### src/rtl/tamper_pkg.sv
package tamper_pkg;
  localparam int PW_W = 2;

  // configuration byte field positions
  localparam int BIT_ARM      = 0;
  localparam int BIT_WIPE_INT = 1;
  localparam int BIT_WIPE_EXT = 2;
  localparam int BIT_OPEN     = 3;
  localparam int BIT_PULL     = 4;
  localparam int BIT_SAMPLED  = 5;
  localparam int BIT_PW_LO    = 6;

  typedef struct packed {
    logic [PW_W-1:0] width;
    logic            sampled;
    logic            openMode;
    logic            wipeExt;
    logic            wipeInt;
    logic            arm;
  } chanCfg_t;

  typedef struct packed {
    logic            startWipe;
    logic            startPulse;
    logic [PW_W-1:0] widthCode;
  } respStrobe_t;
endpackage

### src/rtl/tamper_ctrl.sv
module tamper_ctrl
  import tamper_pkg::*;
#(
  parameter int NUM_CH = 2,
  parameter int CFG_W  = 8,
  parameter int ADDR_W = 2
) (
  input  logic              clk,
  input  logic              rstN,
  input  logic              cfgWe,
  input  logic [ADDR_W-1:0] cfgAddr,
  input  logic [CFG_W-1:0]  cfgData,
  input  logic [NUM_CH-1:0] tamperIn,
  input  logic              tick1Hz,
  input  logic              wipeBusy,
  input  logic              pulseActive,
  output respStrobe_t       strobe,
  output logic [NUM_CH-1:0] flag,
  output logic              ramSel
);
  localparam logic [ADDR_W-1:0] FLAG_ADDR = ADDR_W'(NUM_CH);

  chanCfg_t          cfg [NUM_CH];
  logic [NUM_CH-1:0] flagQ, wipedQ, trip, intMask, extMask, keep;
  logic              flagWr;
  logic              unusedPull;

  assign unusedPull = cfgData[BIT_PULL];
  assign flagWr     = cfgWe && (cfgAddr == FLAG_ADDR);
  assign keep       = flagWr ? cfgData[NUM_CH-1:0] : '1;

  for (genvar i = 0; i < NUM_CH; i++) begin : g_chan
    always_ff @(posedge clk or negedge rstN) begin
      if (!rstN) begin
        cfg[i] <= '0;
      end else if (cfgWe && cfgAddr == ADDR_W'(i)) begin
        cfg[i].arm      <= cfgData[BIT_ARM];
        cfg[i].wipeInt  <= cfgData[BIT_WIPE_INT];
        cfg[i].wipeExt  <= cfgData[BIT_WIPE_EXT];
        cfg[i].openMode <= cfgData[BIT_OPEN];
        cfg[i].sampled  <= cfgData[BIT_SAMPLED];
        cfg[i].width    <= cfgData[BIT_PW_LO +: PW_W];
      end
    end

    assign trip[i] = !flagQ[i] && cfg[i].arm &&
                     (tamperIn[i] == cfg[i].openMode) &&
                     (!cfg[i].sampled || tick1Hz);
    assign intMask[i] = cfg[i].wipeInt;
    assign extMask[i] = cfg[i].wipeExt;

    assert_flag_needs_arm_R2: assert property (@(posedge clk) disable iff (!rstN)
      $rose(flagQ[i]) |-> $past(cfg[i].arm));
    assert_sampled_on_tick_R3: assert property (@(posedge clk) disable iff (!rstN)
      ($rose(flagQ[i]) && $past(cfg[i].sampled)) |-> $past(tick1Hz));
    assert_flag_sticky_R8: assert property (@(posedge clk) disable iff (!rstN)
      $fell(flagQ[i]) |-> $past(flagWr));
  end

  always_ff @(posedge clk or negedge rstN) begin
    if (!rstN) begin
      flagQ  <= '0;
      wipedQ <= '0;
    end else begin
      flagQ  <= (flagQ & keep) | trip;
      wipedQ <= (wipedQ & keep) | (trip & intMask);
    end
  end

  always_comb begin
    strobe.startWipe  = |(trip & intMask) && !wipeBusy;
    strobe.startPulse = |(trip & extMask) && !pulseActive;
    strobe.widthCode  = '0;
    for (int i = NUM_CH - 1; i >= 0; i--) begin
      if (trip[i] && extMask[i]) strobe.widthCode = cfg[i].width;
    end
  end

  assign flag   = flagQ;
  assign ramSel = ~|wipedQ;

  assert_sel_needs_flag_R5: assert property (@(posedge clk) disable iff (!rstN)
    !ramSel |-> |flagQ);
endmodule

### src/rtl/tamper_dp.sv
module tamper_dp
  import tamper_pkg::*;
#(
  parameter int RAM_DEPTH = 128,
  parameter int DATA_W    = 8,
  localparam int RADDR_W  = $clog2(RAM_DEPTH)
) (
  input  logic               clk,
  input  logic               rstN,
  input  respStrobe_t        strobe,
  input  logic               baseTick,
  output logic               ramWe,
  output logic [RADDR_W-1:0] ramAddr,
  output logic [DATA_W-1:0]  ramWdata,
  output logic               wipeBusy,
  output logic               wipeDone,
  output logic               pulseActive,
  output logic               rstReq
);
  localparam int                 CNT_W     = 1 << PW_W;
  localparam logic [RADDR_W-1:0] LAST_ADDR = RADDR_W'(RAM_DEPTH - 1);

  logic [RADDR_W-1:0] addrQ;
  logic               busyQ, doneQ;
  logic [CNT_W-1:0]   cntQ;
  logic               activeQ, holdQ;

  // wipe walker: one zero byte per clock
  always_ff @(posedge clk or negedge rstN) begin
    if (!rstN) begin
      addrQ <= '0;
      busyQ <= 1'b0;
      doneQ <= 1'b0;
    end else if (strobe.startWipe) begin
      addrQ <= '0;
      busyQ <= 1'b1;
      doneQ <= 1'b0;
    end else if (busyQ) begin
      if (addrQ == LAST_ADDR) begin
        busyQ <= 1'b0;
        doneQ <= 1'b1;
      end else begin
        addrQ <= addrQ + 1'b1;
      end
    end
  end

  // external-clear width counter and trailing reset hold
  always_ff @(posedge clk or negedge rstN) begin
    if (!rstN) begin
      cntQ    <= '0;
      activeQ <= 1'b0;
      holdQ   <= 1'b0;
    end else if (strobe.startPulse) begin
      cntQ    <= CNT_W'(1) << strobe.widthCode;
      activeQ <= 1'b1;
      holdQ   <= 1'b0;
    end else if (activeQ && baseTick) begin
      if (cntQ == CNT_W'(1)) begin
        activeQ <= 1'b0;
        holdQ   <= 1'b1;
      end
      cntQ <= cntQ - 1'b1;
    end else if (holdQ && baseTick) begin
      holdQ <= 1'b0;
    end
  end

  assign ramWe       = busyQ;
  assign ramAddr     = addrQ;
  assign ramWdata    = '0;
  assign wipeBusy    = busyQ;
  assign wipeDone    = doneQ;
  assign pulseActive = activeQ;
  assign rstReq      = activeQ | holdQ;

  assert_wipe_from_zero_R4: assert property (@(posedge clk) disable iff (!rstN)
    $rose(busyQ) |-> (addrQ == '0));
  assert_wipe_step_R4: assert property (@(posedge clk) disable iff (!rstN)
    (busyQ && $past(busyQ)) |-> (addrQ == $past(addrQ) + 1'b1));
  assert_clr_falls_on_tick_R6: assert property (@(posedge clk) disable iff (!rstN)
    $fell(activeQ) |-> $past(baseTick));
  assert_rst_release_R7: assert property (@(posedge clk) disable iff (!rstN)
    $fell(rstReq) |-> ($past(baseTick) && !activeQ));
endmodule

### src/rtl/tamper_resp.sv
module tamper_resp
  import tamper_pkg::*;
#(
  parameter int NUM_CH    = 2,
  parameter int RAM_DEPTH = 128,
  parameter int DATA_W    = 8,
  parameter int CFG_W     = 8,
  localparam int CADDR_W  = $clog2(NUM_CH + 1),
  localparam int RADDR_W  = $clog2(RAM_DEPTH)
) (
  input  logic               clk,
  input  logic               rstN,
  input  logic               cfgWe,
  input  logic [CADDR_W-1:0] cfgAddr,
  input  logic [CFG_W-1:0]   cfgData,
  input  logic [NUM_CH-1:0]  tamperIn,
  input  logic               tick1Hz,
  input  logic               baseTick,
  output logic               ramWe,
  output logic [RADDR_W-1:0] ramAddr,
  output logic [DATA_W-1:0]  ramWdata,
  output logic               ramSel,
  output logic               wipeBusy,
  output logic               wipeDone,
  output logic               extClr,
  output logic               rstReq,
  output logic [NUM_CH-1:0]  tamperFlag
);
  respStrobe_t strobe;
  logic        pulseActive;

  tamper_ctrl #(.NUM_CH(NUM_CH), .CFG_W(CFG_W), .ADDR_W(CADDR_W)) ctrl_i (
    .clk(clk), .rstN(rstN), .cfgWe(cfgWe), .cfgAddr(cfgAddr), .cfgData(cfgData),
    .tamperIn(tamperIn), .tick1Hz(tick1Hz), .wipeBusy(wipeBusy),
    .pulseActive(pulseActive), .strobe(strobe), .flag(tamperFlag), .ramSel(ramSel)
  );

  tamper_dp #(.RAM_DEPTH(RAM_DEPTH), .DATA_W(DATA_W)) dp_i (
    .clk(clk), .rstN(rstN), .strobe(strobe), .baseTick(baseTick),
    .ramWe(ramWe), .ramAddr(ramAddr), .ramWdata(ramWdata), .wipeBusy(wipeBusy),
    .wipeDone(wipeDone), .pulseActive(pulseActive), .rstReq(rstReq)
  );

  assign extClr = pulseActive;
endmodule

### config.mk
export PLATFORM = sky130hd
export DESIGN_NAME = tamper_resp
export DESIGN_NICKNAME = d
export VERILOG_FILES = /design/src/rtl/tamper_pkg.sv /design/src/rtl/tamper_ctrl.sv /design/src/rtl/tamper_dp.sv /design/src/rtl/tamper_resp.sv
export SDC_FILE = /design/constraint.sdc
export NUM_CORES = 1
export LEC_CHECK = 0
export BUFFER_PORTS_ARGS = -buffer_cell sky130_fd_sc_hd__clkbuf_2
export CORE_AREA = 3 3 59 61
export DETAILED_ROUTE_END_ITERATION = 7
export DIE_AREA = 0 0 62 64
export PLACE_DENSITY = 0.8
export SLEW_MARGIN = 20
export SYNTH_ARGS = -nofsm -noshare
export SYNTH_HDL_FRONTEND = slang
export SYNTH_SLANG_ARGS = --single-unit
export TNS_END_PERCENT = 20
### constraint.sdc
create_clock -name clk -period 5.15 [get_ports clk]
set_input_delay 0.2575 -clock clk [delete_from_list [all_inputs] [get_ports clk]]
set_output_delay 0.2575 -clock clk [all_outputs]
set_load 0.02 [all_outputs]
== Word level (Yosys, flattened, before mapping) ==
Cells that the tools add are included.
Storage, ports and cells
  flip-flop bits (word level): 33
  input port bits: 17
  output and inout port bits: 23
  logic and storage cells: 96
Cells by class
  add/subtract/negate cells: 2
  equal/unequal tests: 8
  shifts and indexed selects: 1
  multiplexer cells: 21
  bitwise logic cells: 7
  reductions and logical operators: 37
Operators with widths (count)
  2-to-1 mux 7 bit: 3
  logical AND 1 bit: 15
  2-to-1 mux 1 bit: 13
  AND 2 bit: 4
  2-to-1 mux 4 bit: 2
  AND reduction 2 bit: 4
  nonzero test 2 bit: 4
  adder 7 x 1 -> 7 bit, second input constant: 1
  equality test 7 bit, second input constant: 1
  logical NOT 1 bit: 7
  2-to-1 mux 2 bit: 3
  OR reduction 2 bit: 3
  equality test 4 x 1 -> 1 bit, second input constant: 1
  bitwise OR 2 bit: 2
  left shift 1 x 2 -> 4 bit, first input constant: 1
  subtractor 4 x 1 -> 4 bit, second input constant: 1
  inequality test 3 bit, second input constant: 1
  nonzero test 3 bit: 1
  equality test 1 bit: 2
  equality test 2 x 1 -> 1 bit, second input constant: 1
  equality test 2 bit, second input constant: 1
  logical NOT 2 bit: 1
  logical OR 1 bit: 2
  inequality test 2 bit, second input constant: 1
  bitwise OR 1 bit: 1

== Depth between registers and ports, before layout ==
Gate-level depths: netlist (run 1).
  word-level depth: 9
  mapped depth: 6
  depth with buffers taken out: 6

== By module ==
From an unflattened synthesis (run 1), not the netlist that was laid out.
Second synthesis, totals
  cells, all modules: 159
  area total of the unflattened synthesis: 1737.9 µm²
Modules (own cells, without submodules)
  tamper_dp: times used 1, cells an instance 91, area each 918.4 µm², seq. area each 375.4 µm²
  tamper_ctrl: times used 1, cells an instance 68, area each 819.5 µm², seq. area each 450.4 µm²

== Least setup slack after synthesis (run 1) ==
OpenSTA, ideal clock, no wires.
  path kind: reg2reg
  from: register ctrl_i.flagQ[0], in the netlist ctrl_i.flag[0]
  to: register dp_i.cntQ[1]
  library setup time: 0.076 ns
  data arrival time: 1.685 ns
  data required time: 5.074 ns
  path slack: 3.388 ns
  cell stages (with the launch flop): 6
  buffers on the path: 0
  period minus slack after synthesis: 1.762 ns
  path through: dfrtp_1 and2b_1 nand4_2 mux2_4 or4b_1 o21ai_1
Between the ends
  word-level cells in the longest chain between the ends: 8
  elaborated cells on any way between the ends: 12
  classes of those cells: shift (1); mux (2); bitwise (1); reduce/logical (8)
RTL lines
  start, declared: RTL line tamper_ctrl.sv:24  | logic [NUM_CH-1:0] flagQ, wipedQ, trip, intMask, extMask, keep;
  start signal, assigned: RTL line tamper_ctrl.sv:65  | flagQ <= (flagQ & keep) | trip;
  logical NOT 1 bit (*): RTL line tamper_ctrl.sv:46  | assign trip[i] = !flagQ[i] && cfg[i].arm &&
  logical AND 1 bit (*) (2 in a row): RTL line tamper_ctrl.sv:46
  logical AND 1 bit (*): RTL line tamper_ctrl.sv:47  | (tamperIn[i] == cfg[i].openMode) &&
  logical AND 1 bit or AND 2 bit (tied branches): RTL line tamper_ctrl.sv:75, tamper_ctrl.sv:72
  2-to-1 mux 2 bit or OR reduction 2 bit (tied branches): RTL line tamper_ctrl.sv:75, tamper_ctrl.sv:72
  left shift 1 x 2 -> 4 bit or logical AND 1 bit (tied branches): RTL line tamper_dp.sv:55, tamper_ctrl.sv:72
  2-to-1 mux 4 bit or nonzero test 2 bit (tied branches)
  end signal, assigned: RTL line tamper_dp.sv:55  | cntQ <= CNT_W'(1) << strobe.widthCode;
  end signal, assigned: RTL line tamper_dp.sv:63  | cntQ <= cntQ - 1'b1;
  end, declared: RTL line tamper_dp.sv:25  | logic [CNT_W-1:0] cntQ;
Every way passes the cells marked *; elsewhere a longest branch is shown, timed or not.
A chain may end at the register's enable or synchronous reset.

== Final worst setup path (run 1) ==
  from: register ctrl_i.cfg[10] in the netlist's numbering
  to: register dp_i.cntQ[2]
Between the ends
  word-level cells in the longest chain between the ends: 7
  elaborated cells on any way between the ends: 11
  classes of those cells: eq/ne (1); shift (1); mux (2); bitwise (1); reduce/logical (6)
RTL lines
  start, declared: RTL line tamper_ctrl.sv:23  | chanCfg_t cfg [NUM_CH];
  equality test 1 bit (*): RTL line tamper_ctrl.sv:47
  logical AND 1 bit (*): RTL line tamper_ctrl.sv:46
  logical AND 1 bit (*): RTL line tamper_ctrl.sv:47
  logical AND 1 bit or AND 2 bit (tied branches): RTL line tamper_ctrl.sv:75, tamper_ctrl.sv:72
  2-to-1 mux 2 bit or OR reduction 2 bit (tied branches): RTL line tamper_ctrl.sv:75, tamper_ctrl.sv:72
  left shift 1 x 2 -> 4 bit or logical AND 1 bit (tied branches): RTL line tamper_dp.sv:55, tamper_ctrl.sv:72
  2-to-1 mux 4 bit or nonzero test 2 bit (tied branches)
Marks and branches as above.

==> results.py, run 1 <==
metrics = {
    "die": {
        "die-height_um": 64,
        "std_cell_rows": 20,
        "die_area_mm2": 0.003968,
        "pin_count": 40,
        "initial_utilization_pct": 54.92,
        "core-area_mm2": 0.003028,
        "dieWidth_um": 62,
    },
    "worst_setup_path": {
        "path_class": "reg -> reg",
        "critical_path_peak_fanout": 4,
        "crit_required_ps": 5420,
        "cp.buffers_inverters": 0,
        "max_stage_delay_on_crit_path_ps": 470,
        "startpoint_type": "flop",
        "worst-endpoint-arrival_ps": 2080,
        "crit_slowest_cell": "sky130_fd_sc_hd__or4b_1",
        "critical_path.top_delay_family": "simple AND/OR/NAND/NOR gates",
        "worstSetupEndpointType": "flop",
        "path_cells": "xnor2_2 -> nand4_2 -> mux2_4 -> or4b_1 -> o21ai_1",
    },
    "yosys": {
        "yosysWarningCount": 0,
        "post-synth-top-count-cell": "sky130_fd_sc_hd__dfrtp_1",
        "syn_avg_cell_area_um2": 11.16,
        "synth_register_bits": 33,
        "async_reset_ff_share_pct": 100.0,
        "number_of_flops_mapped_to_enable_cells_by_yosys": 0,
        "synthDominantAreaCellType": "sky130_fd_sc_hd__dfrtp_1",
        "synth_cell_type_count": 38,
        "synthesis.instances": 149,
        "synth.cells.most_frequent": "sky130_fd_sc_hd__dfrtp_1 (33), sky130_fd_sc_hd__mux2_1 (14), sky130_fd_sc_hd__nand2_1 (13), sky130_fd_sc_hd__buf_4 (9), sky130_fd_sc_hd__nor2_1 (9)",
        "ys.flop_type": "sky130_fd_sc_hd__dfrtp_1",
        "post-synth-top-area-fraction_pct": 49.66,
        "yosysSeqAreaShare_pct": 49.66,
        "synth.top_cells.by_area": "sky130_fd_sc_hd__dfrtp_1 (50%), sky130_fd_sc_hd__mux2_1 (9.5%), sky130_fd_sc_hd__buf_4 (4.1%)",
        "combined_area_of_all_synthesized_cells_mm2": 0.001663,
    },
    "clocking": {
        "postCtsHoldBufs": 0,
        "cts_made_buffers": 5,
        "clock_sinks": 33,
        "post_cts_resize_count": 0,
        "path_clk_slew_ps": 100,
        "worst_skew_pair.late_latency_ps": 330,
        "cts_tree": "done",
        "post-cts-setup-buffer-count": 0,
        "clock_tree.htree_level_count": 2,
        "clock_tree.root_cell": "sky130_fd_sc_hd__clkbuf_4",
        "cts.path.max_buffers": 2,
    },
    "global_route": {
        "grt_pass1_wl_mm": 5.264,
        "number_of_global_route_vias_before_repair": 1291,
        "overflow": 0,
        "grt_start_max_net_pins": 34,
        "grt_antenna_before_repair": 0,
        "grt_use_total_pct": 17.77,
    },
    "placed_design": {
        "place_congestion": 0.7721,
        "placedCellCount": 220,
        "hpwlAfterDp_mm": 2.307,
        "place.port_buffers": 30,
        "dpl-instance-area_mm2": 0.001823,
    },
    "sta": {
        "number_of_pins_exceeding_their_max_slew_limit_in_the_final_report": 0,
        "worst_hold_slack_ps": -17.80,
        "post-route-period-util_pct": 35.27,
        "max_slew_margin_pct": 47.83,
        "setup_repair_after_global_routing_missed_its_margin": "no",
        "tightest_slew_ps": 782.5,
        "layout_skew_ps": 3.679,
        "fmaxAchievable_mhz": 550.6,
        "tns_ps": 0,
        "timing_hold_violations_final": 26,
        "layout_min_cycle_time_ps": 1816,
        "finalSetupViolations": 0,
    },
    "final_layout": {
        "num_antenna_cells": 0,
        "area.sequential_um2": 825.8,
        "layout-area-overhead-vs-synth_pct": 12.94,
        "final_design_area_no_fill_mm2": 0.001878,
        "layout-drive-gt1-share_pct": 24.59,
        "multi_input_comb_area_um2": 765.7,
        "filler_cell_count": 255,
        "nets": 203,
        "instances_no_fill": 227,
    },
    "detailed_routing": {
        "vias_per_cell": 5.295,
        "detailedRoute.firstIterationViolations": 80,
        "wire_per_inst_um": 13.38,
        "route.vias.total": 1202,
        "antenna_violating_nets_post_route": 0,
        "wire_length_reported_by_the_detailed_router_mm": 3.037,
        "drt-pass1-iter-count": 4,
        "drc_errors": 0,
    },
    "min_path": {
        "hold_path.class": "in -> async",
    },
    "status": {
        "violations": "hold timing",
        "run_status": "finished with violations",
    },
    "pwr": {
        "power.ir.vdd_worst_v": 0.0002131,
        "totalPowerFinal_uw": 993.8,
        "p_leak_nw": 0.8900,
        "cell_pwr_density_mw_per_mm2": 529.2,
    },
    "flow_run": {
        "maxCapViolCount": 0,
    },
}
layout make-up:
cell class / instances / share of cell area, %
multi-input cells: 106 / 40.77
inverters: 7 / 1.399
clock buffers: 7 / 2.931
flip-flops and latches: 33 / 43.97
repair buffers: 30 / 7.995
well taps: 44 / 2.931
per-stage QoR:
step / setup WS, ps / utilization, %
CTS: 3328 / 62.02
detailed placement: 3346 / 60.21
finish: 3334 / 62.02
global placement: 3386 / 60.21
floorplan: 3388 / -
global route: 3166 / 62.02
power by group:
part	switching, mW	internal [mW]
clock	0.0839	0.0644
combinational	0.231	0.158
sequential	0.102	0.355
total	0.416	0.578
kinds of logic (layout without fill, tap and decap cells):
kind of cell / Yosys count / after routing / synth area share (%)
AND/OR/NAND/NOR: 51 / 51 / 17.16
flip-flops: 33 / 33 / 49.66
multiplexers: 19 / 19 / 13.09
AO/OA/AOI/OAI: 17 / 17 / 7.073
buffers and inverters: 17 / 44 / 5.869
XOR/XNOR: 8 / 8 / 4.665
adder cells (fa/ha/maj): 3 / 3 / 2.258
other: 1 / 8 / 0.2255
sequential cells by signal, summed over array words and instances, names as in the netlist:
signal	cells
ctrl_i.wipedQ	2
dp_i.cntQ	4
dp_i.holdQ	1
dp_i.pulseActive	1
dp_i.ramAddr	7
dp_i.wipeDone	1
ctrl_i.flag	2
ctrl_i.cfg	14
dp_i.ramWe	1
routing by layer:
metal | vias to the layer above | global-route usage [%] | wire [µm]
li1 | 567 | - | -
met1 | 586 | 19.50 | 1297
met2 | 43 | 29.15 | 1502
met3 | 6 | 4.646 | 197
met4 | 0 | 11.14 | 40
met5 | - | 0 | 0
cell usage in the layout (no fill, tap or decap), types with 4 or more instances in the layout:
cell and instances:
sky130_fd_sc_hd__nand3_1 4, sky130_fd_sc_hd__o21ai_0 4, sky130_fd_sc_hd__clkbuf_2 30, sky130_fd_sc_hd__clkbuf_4 5
sky130_fd_sc_hd__mux2_1 14, sky130_fd_sc_hd__nand2b_1 4, sky130_fd_sc_hd__inv_1 7, sky130_fd_sc_hd__o21ai_1 5
sky130_fd_sc_hd__xor2_1 5, sky130_fd_sc_hd__nor2_1 9, sky130_fd_sc_hd__dfrtp_1 33, sky130_fd_sc_hd__nand2_1 13
sky130_fd_sc_hd__conb_1 8
worst register-to-register path, cell delays in order (launching register included):
cell and delay, ps:
sky130_fd_sc_hd__dfrtp_1 420, sky130_fd_sc_hd__xnor2_2 240, sky130_fd_sc_hd__nand4_2 180, sky130_fd_sc_hd__mux2_4 340, sky130_fd_sc_hd__or4b_1 470, sky130_fd_sc_hd__o21ai_1 90
final timing paths:
| path | startpoint | to | slack, ps | cells after the start |
|---|---|---|---|---|
| max | ctrl_i.cfg[10] | dp_i.cntQ[2] | 3330 | 5 |
| min | rstN | ctrl_i.cfg[7] | -20 | 1 |
| max reg2reg | ctrl_i.cfg[10] | dp_i.cntQ[2] | 3330 | 5 |
| min reg2reg | ctrl_i.cfg[13] | ctrl_i.cfg[13] | 490 | 1 |
| max in group asynchronous | rstN | dp_i.ramAddr[2] | 4670 | 1 |
| min in group clk | cfgData[5] | ctrl_i.cfg[11] | 150 | 2 |
Power figures use the tool's default switching activity.
==> run 2, diff against run 1 <==
--- a/config.mk
+++ b/config.mk
@@ -6,10 +6,10 @@
 export NUM_CORES = 1
 export LEC_CHECK = 0
 export BUFFER_PORTS_ARGS = -buffer_cell sky130_fd_sc_hd__clkbuf_2
-export CORE_AREA = 3 3 59 61
+export CORE_AREA = 3 3 64 66
 export DETAILED_ROUTE_END_ITERATION = 7
-export DIE_AREA = 0 0 62 64
-export PLACE_DENSITY = 0.8
+export DIE_AREA = 0 0 67 69
+export PLACE_DENSITY = 0.72
 export SLEW_MARGIN = 20
 export SYNTH_ARGS = -nofsm -noshare
 export SYNTH_HDL_FRONTEND = slang
==> constraint.sdc (replaced) <==
create_clock -name clk -period 1.6 [get_ports clk]
set_input_delay 0.08 -clock clk [delete_from_list [all_inputs] [get_ports clk]]
set_output_delay 0.08 -clock clk [all_outputs]
set_load 0.02 [all_outputs]
==> run 2 against run 1 <==
Compared with the run above:
- the flow finishes with violations (setup timing)
- clock power grew to 4.6 times the previous value
- first-iteration DRC count is 63% lower
- core utilization down 3.2 points
- cell count increased by 10%
- global-route usage fell by 1.1 points
- largest cell class is now multi-input gates
==> results.py, run 2 (same netlist as run 1, synthesis figures left out) <==
metrics = {
    "sta": {
        "post-route-period-util_pct": 109.9,
        "final.setup.worst_slack_ps": -158.9,
        "worst_hold_slack_ps": 17.62,
        "finalSetupViolations": 3,
        "setup_repair_after_global_routing_missed_its_margin": "yes",
        "fmaxAchievable_mhz": 568.5,
        "timing_hold_violations_final": 0,
        "number_of_pins_exceeding_their_max_slew_limit_in_the_final_report": 0,
        "layout_min_cycle_time_ps": 1759,
        "layout_skew_ps": 6.415,
    },
    "final_layout": {
        "nets": 221,
        "final_design_area_no_fill_mm2": 0.002138,
        "final_core_utilization_pct": 58.85,
        "layout-drive-gt1-share_pct": 37.62,
        "instances_no_fill": 250,
        "regMostFlops": "ctrl_i.cfg",
        "layout_common_cells": "sky130_fd_sc_hd__dfrtp_1 (32), sky130_fd_sc_hd__clkbuf_2 (30), sky130_fd_sc_hd__buf_4 (16)",
        "filler_cell_count": 323,
        "layout-area-overhead-vs-synth_pct": 28.59,
        "num_antenna_cells": 0,
        "mostFrequentLayoutCell": "sky130_fd_sc_hd__dfrtp_1",
        "largest_register_ffs": 14,
    },
    "die": {
        "die_area_mm2": 0.004623,
        "dieWidth_um": 67,
        "pin_count": 40,
        "std_cell_rows": 22,
        "core-area_mm2": 0.003633,
        "initial_utilization_pct": 45.76,
        "die-height_um": 69,
    },
    "clocking": {
        "clock_tree.htree_level_count": 2,
        "worst_skew_pair.late_latency_ps": 290,
        "cts.path.max_buffers": 2,
        "path_clk_slew_ps": 60,
        "cts_made_buffers": 5,
        "clock_sinks": 33,
        "cts_tree": "done",
        "clock_tree.root_cell": "sky130_fd_sc_hd__clkbuf_8",
    },
    "worst_setup_path": {
        "worst-endpoint-arrival_ps": 1970,
        "worst_setup_path_endpoint": "dp_i.cntQ[1]",
        "worst-r2r-setup-slack_ps": -160,
        "worstSetupEndpointType": "flop",
        "setup.worst_path.start": "ctrl_i.flag[0]",
        "crit_required_ps": 1810,
        "r2r-start": "ctrl_i.flag[0]",
        "path_class": "reg -> reg",
        "r2r.worst_path.cells": 5,
        "worstReg2RegEnd": "dp_i.cntQ[1]",
        "critical_path_peak_fanout": 4,
        "startpoint_type": "flop",
    },
    "global_route": {
        "number_of_global_route_vias_before_repair": 1286,
        "grt_pass1_wl_mm": 5.713,
        "grt_use_total_pct": 16.62,
        "grt_antenna_before_repair": 0,
        "overflow": 0,
        "grt_start_max_net_pins": 19,
    },
    "flow_run": {
        "maxCapViolCount": 0,
    },
    "placed_design": {
        "dpl-instance-area_mm2": 0.001934,
        "placedCellCount": 238,
        "place.port_buffers": 30,
        "place_congestion": 0.8980,
        "hpwlAfterDp_mm": 2.700,
    },
    "detailed_routing": {
        "drt-pass1-iter-count": 4,
        "detailedRoute.firstIterationViolations": 30,
        "wire_length_reported_by_the_detailed_router_mm": 3.432,
        "antenna_violating_nets_post_route": 0,
        "vias_per_cell": 5.076,
        "wire_per_inst_um": 13.73,
        "drc_errors": 0,
        "route.vias.total": 1269,
    },
    "min_path": {
        "hold_path.class": "in -> reg",
        "worstHoldPathCells": 2,
    },
    "pwr": {
        "cell_pwr_density_mw_per_mm2": 1728,
        "power.ir.vdd_worst_v": 0.0006270,
        "p_leak_nw": 1.016,
    },
    "status": {
        "run_status": "finished with violations",
        "violations": "setup timing",
    },
}
==> run 2: worst min-delay path by stage <==
stage / startpoint / to / slack [ps]
6_report: cfgData[2] / ctrl_i.cfg[2] / 20
5_1_grt: cfgData[2] / ctrl_i.cfg[2] / 10
4_1_cts: cfgData[2] / ctrl_i.cfg[2] / 10
3_5_place_dp: rstN / ctrl_i.cfg[8] / 50
3_3_place_gp: rstN / ctrl_i.cfg[8] / 40
2_1_floorplan: rstN / ctrl_i.cfg[0] / -220
==> run 2: worst max-delay path, cell delays in order (launching register included) <==
cell	delay [ps]
sky130_fd_sc_hd__dfrtp_2	410
sky130_fd_sc_hd__and2b_2	260
sky130_fd_sc_hd__nand4_4	130
sky130_fd_sc_hd__mux2_4	340
sky130_fd_sc_hd__or4b_1	470
sky130_fd_sc_hd__o21ai_1	80
==> run 2: final cells by class <==
| cell class | instances | area [µm²] | area share, % |
|---|---|---|---|
| clock buffers | 7 | 96.34 | 4.506 |
| flip-flops and latches | 33 | 827.0 | 38.68 |
| well taps | 48 | 60.06 | 2.809 |
| multi-input cells | 106 | 832.0 | 38.91 |
| clock inverters | 1 | 5.005 | 0.2341 |
| inverters | 7 | 26.28 | 1.229 |
| repair buffers | 48 | 291.5 | 13.63 |
==> run 2: report_power, final <==
| group | switching (mW) | internal (mW) | total, mW |
|---|---|---|---|
| Combinational | 0.871 | 0.701 | 1.57 |
| Sequential | 0.294 | 1.15 | 1.44 |
| Clock | 0.291 | 0.388 | 0.679 |
==> run 2: per-stage QoR <==
step | setup WS, ps | total power [mW] | TNS [ps]
floorplan | -121.7 | 2.350 | -620.1
global placement | -86.54 | 2.836 | -172.2
detailed placement | -156.6 | 2.921 | -558.8
CTS | -142.0 | 3.676 | -270.5
global route | -221.6 | 3.970 | -792.5
finish | -158.9 | 3.695 | -316.3
==> run 2: repair_timing <==
action | CTS | global route
setup endpoints to repair | 12 | 12
setup buffers | 1 | 2
hold endpoints to repair | 17 | 0
hold buffers | 1 | 0
gates resized for setup | 6 | 8
pin swaps | 3 | 7
==> run 2: layer usage <==
layer / part of all wire (%) / wire length (µm) / global-route usage (%)
met5: 0 / 0 / 0
met4: 1.9 / 65 / 6.757
met3: 4.7 / 161 / 6.678
met2: 53 / 1808 / 27.84
met1: 41 / 1397 / 18.23
==> run 3, diff against run 2 <==
--- a/config.mk
+++ b/config.mk
@@ -6,10 +6,12 @@
 export NUM_CORES = 1
 export LEC_CHECK = 0
 export BUFFER_PORTS_ARGS = -buffer_cell sky130_fd_sc_hd__clkbuf_2
-export CORE_AREA = 3 3 64 66
+export CELL_PAD_IN_SITES_DETAIL_PLACEMENT = 1
+export CELL_PAD_IN_SITES_GLOBAL_PLACEMENT = 2
+export CORE_AREA = 3 3 79 81
 export DETAILED_ROUTE_END_ITERATION = 7
-export DIE_AREA = 0 0 67 69
-export PLACE_DENSITY = 0.72
+export DIE_AREA = 0 0 82 84
+export PLACE_DENSITY_LB_ADDON = 0.1
 export SLEW_MARGIN = 20
 export SYNTH_ARGS = -nofsm -noshare
 export SYNTH_HDL_FRONTEND = slang
==> run 3 against run 2 <==
Compared with the run above:
- the run still ends with setup timing left
- total power is 0.26% higher
- clock power is 6.5% lower
- sequential share of layout area is 1.1 points lower
- non-clock buffer count is 4 higher
- register-to-register slack better by 20 ps
- clock skew hardly changed
- first-iteration DRC count is 47% lower
- worst setup slack better by 24 ps
- via count is 2.0% higher
- die area is 49% higher
==> results.py, run 3 (same netlist as run 1, synthesis figures left out) <==
metrics = {
    "global_route": {
        "grt-busiest-layer": "met2",
        "gr-usage-met2_pct": 21.53,
        "grt_pass1_wl_mm": 6.720,
        "grt_antenna_before_repair": 0,
        "overflow": 0,
        "grt_start_max_net_pins": 18,
        "grt.met3_usage_pct": 3.240,
        "gr_util_met1_pct": 15.07,
        "number_of_global_route_vias_before_repair": 1399,
        "grt_use_total_pct": 12.80,
    },
    "die": {
        "die_area_mm2": 0.006888,
        "die-height_um": 84,
        "pin_count": 40,
        "dieWidth_um": 82,
        "initial_utilization_pct": 30.01,
        "std_cell_rows": 27,
        "core-area_mm2": 0.005540,
    },
    "final_layout": {
        "layout-drive-gt1-share_pct": 38.35,
        "largest_register_ffs": 14,
        "filler_cell_count": 647,
        "mostFrequentLayoutCell": "sky130_fd_sc_hd__dfrtp_1",
        "multi_input_comb_area_um2": 834.6,
        "layout_common_cells": "sky130_fd_sc_hd__dfrtp_1 (32), sky130_fd_sc_hd__clkbuf_2 (30), sky130_fd_sc_hd__buf_4 (20)",
        "layout-area-overhead-vs-synth_pct": 32.28,
        "regMostFlops": "ctrl_i.cfg",
        "area.sequential_um2": 827.0,
        "num_antenna_cells": 0,
        "nets": 225,
    },
    "min_path": {
        "worstHoldPathCells": 2,
        "hold_path.class": "in -> reg",
    },
    "sta": {
        "timing_hold_violations_final": 0,
        "fmaxAchievable_mhz": 576.3,
        "layout_skew_ps": 6.739,
        "post-route-period-util_pct": 108.5,
        "number_of_pins_exceeding_their_max_slew_limit_in_the_final_report": 0,
        "layout_min_cycle_time_ps": 1735,
        "final.setup.worst_slack_ps": -135.2,
        "worst_hold_slack_ps": 15.51,
        "finalSetupViolations": 11,
        "setup_repair_after_global_routing_missed_its_margin": "yes",
    },
    "worst_setup_path": {
        "crit_required_ps": 1810,
        "startpoint_type": "flop",
        "crit_slowest_cell": "sky130_fd_sc_hd__or4b_1",
        "path_class": "reg -> reg",
        "r2r.worst_path.cells": 5,
        "path_cells": "xnor2_2 -> nand4_4 -> mux2_4 -> or4b_1 -> o21ai_1",
        "max_stage_delay_on_crit_path_ps": 460,
        "critical_path_peak_fanout": 4,
        "worstSetupEndpointType": "flop",
        "worst-r2r-setup-slack_ps": -140,
        "worst-endpoint-arrival_ps": 1940,
    },
    "placed_design": {
        "place.port_buffers": 30,
        "hpwlAfterDp_mm": 3.153,
        "place_congestion": 0.7304,
    },
    "pwr": {
        "cell_pwr_density_mw_per_mm2": 1684,
        "power.ir.vdd_worst_v": 0.0006737,
        "totalPowerFinal_mw": 3.705,
        "p_leak_nw": 1.018,
    },
    "flow_run": {
        "maxCapViolCount": 0,
    },
    "detailed_routing": {
        "wire_length_reported_by_the_detailed_router_mm": 4.093,
        "antenna_violating_nets_post_route": 0,
        "route.vias.total": 1295,
        "detailedRoute.firstIterationViolations": 16,
        "drc_errors": 0,
        "drt-pass1-iter-count": 4,
        "vias_per_cell": 4.658,
        "wire_per_inst_um": 14.72,
    },
    "clocking": {
        "clock_sinks": 33,
        "path_clk_slew_ps": 80,
        "cts.path.max_buffers": 2,
        "worst_skew_pair.late_latency_ps": 290,
        "cts_made_buffers": 5,
        "cts_tree": "done",
        "clock_tree.root_cell": "sky130_fd_sc_hd__clkbuf_8",
        "clock_tree.htree_level_count": 2,
    },
    "status": {
        "run_status": "finished with violations",
        "violations": "setup timing",
    },
}
run 3: cell types whose count changed in the layout (fill, tap and decap cells not counted), sizes merged:
cell	delta
buf	+4
clkinvlp	+3
clkbuf	-2
clkinv	-1
run 3: worst max-delay path: cells and delay by family, from the launching register on:
| family | cells | cell delay, ps |
|---|---|---|
| flops | 1 | 410 |
| compound gates | 1 | 90 |
| simple gates | 2 | 610 |
| mux | 1 | 340 |
| xor+xnor | 1 | 210 |
run 3: power breakdown:
| group | internal [mW] | switching (mW) | total (mW) |
|---|---|---|---|
| Combinational | 0.729 | 0.879 | 1.61 |
| Sequential | 1.15 | 0.314 | 1.46 |
| Clock | 0.305 | 0.330 | 0.635 |
| Total | 2.18 | 1.52 | 3.70 |
run 3: worst paths after layout:
path,start,to
max in group asynchronous,rstN,dp_i.cntQ[1]
min,cfgData[3],ctrl_i.cfg[3]
max reg2reg,ctrl_i.cfg[10],dp_i.cntQ[1]
min reg2reg,ctrl_i.cfg[7],ctrl_i.cfg[7]
max,ctrl_i.cfg[10],dp_i.cntQ[1]
min in group asynchronous,rstN,ctrl_i.flag[1]
run 3: final cells by class:
cell class                 instances  area share [%]
sequential                        33           37.60
clock buffer                       5           3.129
multi-input combinational        106           37.94
tap                               72           4.096
timing repair buffer              52           15.02
clock inverter                     3           1.024
inverter                           7           1.195
run 3: through the flow:
step | setup TNS [ps] | util, % | std cells | setup slack [ps] | area, µm²
floorplan | -620.1 | - | 156 | -121.7 | 1690
global placement | -732.2 | 36.36 | 267 | -101.1 | 2014
detailed placement | -1096 | 36.36 | 267 | -149.7 | 2014
CTS | -474.2 | 39.41 | 278 | -127.0 | 2183
global route | -1534 | 39.70 | 278 | -218.5 | 2200
finish | -580.7 | 39.70 | 278 | -135.2 | 2200
run 3: routing by layer:
| metal | vias to the layer above | part of all wire [%] |
|---|---|---|
| met5 | - | 0 |
| met4 | 0 | 1.7 |
| met3 | 7 | 4.9 |
| met2 | 34 | 52 |
| met1 | 641 | 41 |
| li1 | 613 | - |
run 3: repair_timing:
| item | in CTS | in global routing |
|---|---|---|
| pin swaps | 1 | 1 |
| endpoints found under the hold margin | 16 | 0 |
| gates resized for setup | 12 | 3 |
| endpoints found under the setup margin | 14 | 13 |
| hold buffers | 1 | 0 |
| buffers inserted | 2 | 0 |
